**src/rtl/tcr_pkg.sv**
```systemverilog
package tcr_pkg;
   typedef struct packed {
      logic band;
      logic div;
      logic feat;
   } tcr_stb_t;

   function automatic int unsigned tcr_cnt_w(input int unsigned max_pulses);
      return $clog2(max_pulses + 2);
   endfunction
endpackage

```
**src/rtl/tcr_sync.sv**
```systemverilog
module tcr_sync #(
   parameter int unsigned STAGES = 2
) (
   input  logic clk,
   input  logic rst_n,
   input  logic d,
   output logic q
);
   logic [STAGES-1:0] chain;

   generate
      if (STAGES < 2) begin : g_bad
         $error("tcr_sync needs at least two stages");
      end
   endgenerate

   always_ff @(posedge clk or negedge rst_n) begin
      if (!rst_n) chain <= '0;
      else        chain <= {chain[STAGES-2:0], d};
   end

   assign q = chain[STAGES-1];
endmodule

```
**src/rtl/tcr_frame.sv**
```systemverilog
module tcr_frame
   import tcr_pkg::*;
#(
   parameter int unsigned BAND_W    = 4,
   parameter int unsigned DIV_W     = 15,
   parameter int unsigned FEAT_W    = 7,
   parameter int unsigned FRAME_MAX = 34
) (
   input  logic              clk,
   input  logic              rst_n,
   input  logic              en,
   input  logic              sck,
   input  logic              sdi,
   output tcr_stb_t          stb,
   output logic [BAND_W-1:0] band_pl,
   output logic [DIV_W-1:0]  div_pl,
   output logic [FEAT_W-1:0] feat_pl
);
   localparam int unsigned DIV_END  = BAND_W + DIV_W;
   localparam int unsigned FEAT_END = DIV_END + FEAT_W;
   localparam int unsigned CW       = tcr_cnt_w(FRAME_MAX);
   localparam int unsigned FEAT_HI  = FRAME_MAX - DIV_END - 1;
   localparam int unsigned FEAT_LO  = FRAME_MAX - FEAT_END;

   generate
      if (FEAT_END > FRAME_MAX) begin : g_bad_len
         $error("fields exceed frame length");
      end
   endgenerate

   logic          en_d, sck_d;
   logic [CW-1:0] cnt;
   logic [FRAME_MAX-1:0] sr;
   logic          sck_rise, sck_fall, en_fall;
   logic          hit_band, hit_div_long, hit_div_short, hit_feat;

   assign sck_rise = sck & ~sck_d;
   assign sck_fall = ~sck & sck_d;
   assign en_fall  = en_d & ~en;

   assign hit_band      = en & sck_fall & (cnt == CW'(BAND_W));
   assign hit_div_long  = en & sck_fall & (cnt == CW'(DIV_END));
   assign hit_div_short = en_fall & (cnt == CW'(DIV_END - 1));
   assign hit_feat      = en & sck_fall & (cnt == CW'(FRAME_MAX));

   always_ff @(posedge clk or negedge rst_n) begin
      if (!rst_n) begin
         en_d  <= 1'b0;
         sck_d <= 1'b0;
         cnt   <= '0;
         sr    <= '0;
      end else begin
         en_d  <= en;
         sck_d <= sck;
         if (!en) begin
            cnt <= '0;
         end else if (sck_rise && (cnt <= CW'(FRAME_MAX))) begin
            cnt <= cnt + 1'b1;
            if (cnt < CW'(FRAME_MAX)) sr <= {sr[FRAME_MAX-2:0], sdi};
         end
      end
   end

   always_ff @(posedge clk or negedge rst_n) begin
      if (!rst_n) begin
         stb     <= '0;
         band_pl <= '0;
         div_pl  <= '0;
         feat_pl <= '0;
      end else begin
         stb.band <= hit_band;
         stb.div  <= hit_div_long | hit_div_short;
         stb.feat <= hit_feat;
         if (hit_band) band_pl <= sr[BAND_W-1:0];
         if (hit_div_long)       div_pl <= sr[DIV_W-1:0];
         else if (hit_div_short) div_pl <= {1'b0, sr[DIV_W-2:0]};
         if (hit_feat) feat_pl <= sr[FEAT_HI:FEAT_LO];
      end
   end

   assert_band_at_pulse_R2: assert property (@(posedge clk) disable iff (!rst_n)
      stb.band |-> cnt == CW'(BAND_W));
   assert_div_at_pulse_R3: assert property (@(posedge clk) disable iff (!rst_n)
      stb.div |-> (cnt == CW'(DIV_END)) || (cnt == '0));
   assert_short_msb_clear_R4: assert property (@(posedge clk) disable iff (!rst_n)
      (stb.div && cnt == '0) |-> !div_pl[DIV_W-1]);
   assert_feat_at_pulse_R5: assert property (@(posedge clk) disable iff (!rst_n)
      stb.feat |-> cnt == CW'(FRAME_MAX));
   assert_cnt_limit_R7: assert property (@(posedge clk) disable iff (!rst_n)
      cnt <= CW'(FRAME_MAX + 1));
   assert_idle_quiet_R8: assert property (@(posedge clk) disable iff (!rst_n)
      (!en && !en_d) |=> stb == '0);
   assert_one_strobe_R9: assert property (@(posedge clk) disable iff (!rst_n)
      $onehot0(stb));
endmodule

```
**src/rtl/tcr_bank.sv**
```systemverilog
module tcr_bank #(
   parameter int unsigned W   = 4,
   parameter logic [W-1:0] RST = '0
) (
   input  logic         clk,
   input  logic         rst_n,
   input  logic         ld,
   input  logic [W-1:0] d,
   output logic [W-1:0] q
);
   always_ff @(posedge clk or negedge rst_n) begin
      if (!rst_n)  q <= RST;
      else if (ld) q <= d;
   end

   assert_load_next_R9: assert property (@(posedge clk) disable iff (!rst_n)
      ld |=> q == $past(d));
   assert_hold_R6: assert property (@(posedge clk) disable iff (!rst_n)
      !ld |=> $stable(q));
endmodule

```
**src/rtl/tuner_ctl_rx.sv**
```systemverilog
module tuner_ctl_rx
   import tcr_pkg::*;
#(
   parameter int unsigned SYNC_STAGES = 2,
   parameter int unsigned BAND_W      = 4,
   parameter int unsigned DIV_W       = 15,
   parameter int unsigned FEAT_W      = 7,
   parameter int unsigned FRAME_MAX   = 34,
   parameter int unsigned DIV_POR     = 256
) (
   input  logic              clk,
   input  logic              rst_n,
   input  logic              ser_en,
   input  logic              ser_clk,
   input  logic              ser_dat,
   output logic [BAND_W-1:0] band_q,
   output logic [DIV_W-1:0]  div_q,
   output logic [FEAT_W-1:0] feat_q,
   output logic              band_stb,
   output logic              div_stb,
   output logic              feat_stb
);
   localparam int unsigned NLINES = 3;

   generate
      if (DIV_POR >= (1 << DIV_W)) begin : g_bad_por
         $error("divider power-on value does not fit");
      end
   endgenerate

   logic [NLINES-1:0] raw, syn;
   assign raw = {ser_en, ser_clk, ser_dat};

   generate
      for (genvar i = 0; i < NLINES; i++) begin : g_sync
         tcr_sync #(.STAGES(SYNC_STAGES)) u_sync (
            .clk(clk), .rst_n(rst_n), .d(raw[i]), .q(syn[i]));
      end
   endgenerate

   tcr_stb_t          stb;
   logic [BAND_W-1:0] band_pl;
   logic [DIV_W-1:0]  div_pl;
   logic [FEAT_W-1:0] feat_pl;

   tcr_frame #(
      .BAND_W(BAND_W), .DIV_W(DIV_W), .FEAT_W(FEAT_W), .FRAME_MAX(FRAME_MAX)
   ) u_frame (
      .clk(clk), .rst_n(rst_n), .en(syn[2]), .sck(syn[1]), .sdi(syn[0]),
      .stb(stb), .band_pl(band_pl), .div_pl(div_pl), .feat_pl(feat_pl));

   tcr_bank #(.W(BAND_W), .RST('0)) u_band (
      .clk(clk), .rst_n(rst_n), .ld(stb.band), .d(band_pl), .q(band_q));
   tcr_bank #(.W(DIV_W), .RST(DIV_W'(DIV_POR))) u_div (
      .clk(clk), .rst_n(rst_n), .ld(stb.div), .d(div_pl), .q(div_q));
   tcr_bank #(.W(FEAT_W), .RST('0)) u_feat (
      .clk(clk), .rst_n(rst_n), .ld(stb.feat), .d(feat_pl), .q(feat_q));

   assign band_stb = stb.band;
   assign div_stb  = stb.div;
   assign feat_stb = stb.feat;
endmodule

```
**config.mk**
```make
export PLATFORM = sky130hd
export DESIGN_NAME = tuner_ctl_rx
export DESIGN_NICKNAME = d
export VERILOG_FILES = /design/src/rtl/tcr_pkg.sv /design/src/rtl/tcr_sync.sv /design/src/rtl/tcr_frame.sv /design/src/rtl/tcr_bank.sv /design/src/rtl/tuner_ctl_rx.sv
export SDC_FILE = /design/constraint.sdc
export NUM_CORES = 1
export LEC_CHECK = 0
export BUFFER_PORTS_ARGS = -buffer_cell sky130_fd_sc_hd__buf_4
export CAP_MARGIN = 20
export CORE_UTILIZATION = 57
export DETAILED_ROUTE_END_ITERATION = 8
export GPL_ROUTABILITY_DRIVEN = 0
export PLACE_DENSITY = 0.78
export SYNTH_ARGS = -nofsm -noshare
export SYNTH_HDL_FRONTEND = slang
export SYNTH_SLANG_ARGS = --single-unit
```
**constraint.sdc**
```tcl
create_clock -name clk -period 2.6 [get_ports clk]
set_clock_uncertainty 0.15 [all_clocks]
set_input_delay 0.52 -clock clk [delete_from_list [all_inputs] [get_ports clk]]
set_output_delay 0.52 -clock clk [all_outputs]
set_load 0.02 [all_outputs]
```
==> metrics <==
status completed; worst reg2reg setup slack between 0.4 and 0.5 ns; Critical R2R Capture u_frame.sr[7]; Crit. End Element flip-flop; peak supply drop around 0.57 mV; die height approximately 78 um; critical path class reg -> reg; commonest non-fill, non-tap cell in the layout dfrtp_1; antenna violations before repair 0; clk slew on worst S/H paths roughly 0.08 ns; Max clock buf depth 2; Final Hold Viols 0; via/cell ratio approximately 5.4; Setup crit end u_frame.sr[7]; CP Depth 3; CP max-delay cell or4_1; DR iter-0 viols 86; # diodes 0; Post-CTS Resized 0; Fill cells 397; pwr dens a little under 700 mW/mm^2; Async S/R FF share, synth 100.0%; Tmin final ~2.2 ns; clock latency on the worst-skew pair roughly 0.34 ns; Power Total approximately 2.6 mW; Die Area approximately 0.0060 mm^2; crit path from u_frame.cnt[1]; Final setup violation count 0; crit path DAT ~2.2 ns; Starting Density between 50% and 60%; synthesized area per cell ~16 um^2; RSZ-0062 raised after global routing no; critical-path maximum fanout 15; nets about 260; final worst-path cycle share between 80% and 90%; number of top-level pins 34; Die Width 77.65 um; f_max 0.4648 GHz; Yosys reg bits 84; via count 1770; core area 0.005507 mm^2; Max transition margin 68.48%; r2r worst-path depth 3; number of flops mapped to enable cells by yosys 0; DR WL/cell roughly 16 um; worst r2r src u_frame.cnt[1]; port buffer count 33; P_leak approximately 2 nW; net count after synthesis about 220; highest-count cells in the layout ignoring fill and taps 83 x dfrtp_1, 56 x mux2_2, 36 x buf_4; largest net degree at the start of global routing between 40 and 50; max-cap violation count 0; count of cell types in the netlist 33; measured slew at the worst slew-check pin approximately 0.47 ns; delay-heaviest family, CP simple AND/OR/NAND/NOR gates; CP Cell Sequence or4_1 > a211o_2 > mux2_4; Post-Syn Area between 0.003 and 0.004 mm^2; Mapped Cells 207; final wirelength a little over 5000 um; clk sink count 84; CTS tree built; H-Tree Depth 3; Yosys warnings 0; Worst Path Required 2.67 ns; Hold WC Path Type in -> reg; grt ovf 0; startpoint types flip-flop; first-pass iteration count of the detailed router 6; GRT Total Usage between 20% and 30%; global-route wire length before repair between 9000 and 10000 um; Setup Fix Bufs, Post-CTS 0; setup TNS 0 ns; Core Rows 27; slowest stage delay, CP roughly 0.54 ns; fin util between 60% and 70%; CTS root buffer clkbuf_8; share of the yosys chip area belonging to registers between 60% and 70%; cts bufs inserted 9; Final ANT Viol Nets 0; post-route DRC violation count 0; CP bufs+invs 0; Main synth FF type dfrtp_1; area delta synth->final 17.34%; vias in the first global route roughly 1900; final max-slew violation count 0; share of cells above drive strength 1 a little under half; dpl hpwl 3489 um
==> through the flow <==
step	instances	hold WS [ns]	instance area (um^2)	setup WS (ns)
CTS	326	0.1187	3827	0.4398
global placement	309	0.1827	3601	0.4948
finish	326	0.1355	3827	0.4486
global route	326	0.1071	3827	0.3796
detailed placement	309	0.1863	3601	0.4564
floorplan	207	0.07441	3262	0.5370
==> final cells by class <==
| cell class | count | area (um^2) | area share, % |
|---|---|---|---|
| multi-input combinational | 109 | 1091 | 28.51 |
| clock buffer | 10 | 127.6 | 3.334 |
| clock inverter | 6 | 88.84 | 2.321 |
| timing repair buffer | 38 | 300.3 | 7.846 |
| tap | 72 | 90.09 | 2.354 |
| sequential | 84 | 2103 | 54.95 |
| inverter | 7 | 26.28 | 0.6865 |
==> synth_stat cells (2+ instances only) <==
master    number  area (um^2)
inv_1          7        26.28
clkbuf_1       5        18.77
nand4_1        2        12.51
a31oi_1        2        12.51
mux2i_1        2        20.02
mux2_2        56        630.6
nand4b_1       2        17.52
a21oi_1        2        10.01
ha_1           3        37.54
dfrtp_1       83         2077
nand2b_1       2        12.51
nor3b_1        2        15.01
nand2_1        6        22.52
nor4bb_1       3        30.03
mux2_4        10        150.1
or4_1          2        15.01
buf_6          2        22.52
==> how the worst min path moves through the flow <==
stage	start	end	slack [ns]	cells after the start
floorplan	rst_n	g_sync[0].u_sync.chain[0]	0.07	0
global placement	g_sync[0].u_sync.chain[0]	g_sync[0].u_sync.chain[1]	0.18	0
detailed placement	g_sync[1].u_sync.chain[0]	g_sync[1].u_sync.chain[1]	0.19	0
CTS	ser_clk	g_sync[1].u_sync.chain[0]	0.12	1
global route	ser_clk	g_sync[1].u_sync.chain[0]	0.11	1
finish	ser_clk	g_sync[1].u_sync.chain[0]	0.14	1
==> registers in the layout, summed over array words and instances, names as in the netlist <==
name,count
g_sync.u_sync.chain,6
u_band.q,4
u_div.q,15
u_feat.q,7
u_frame.band_pl,4
u_frame.cnt,6
u_frame.div_pl,15
u_frame.en_d,1
u_frame.feat_pl,7
u_frame.sck_d,1
u_frame.sr,15
u_frame.stb,3
==> per-layer routing <==
| metal | GRT usage, % | wire (um) | vias up |
|---|---|---|---|
| li1 | - | - | 824 |
| met1 | 27.76 | 2408 | 903 |
| met2 | 30.53 | 2462 | 36 |
| met3 | 5.765 | 191 | 7 |
| met4 | 6.792 | 65 | 0 |
| met5 | 0 | 0 | - |
==> cells by family (layout without fill, tap and decap cells) <==
kind of cell               after synthesis  after routing  synth area share [%]
adders and majority gates                3              3                 1.151
muxes                                   68             68                 24.55
buffers and inverters                   14             61                 2.072
AOI/OAI and AO/OA                       12             12                 2.570
DFF                                     84             84                 64.48
and+or+nand+nor                         26             26                 5.178
==> where the power goes <==
| group | internal (mW) | total (mW) | leakage (nW) | switching (mW) |
|---|---|---|---|---|
| sequential | 1.38 | 1.45 | 1.14 | 0.0743 |
| combinational | 0.0954 | 0.159 | 0.718 | 0.0640 |
| clock | 0.541 | 0.983 | 0.102 | 0.442 |
==> repair_timing <==
item                                   CTS  global route
endpoints found under the hold margin   35             0
setup endpoints to repair                0             0
hold buffers                             1             0
Power figures use the tool's default switching activity.
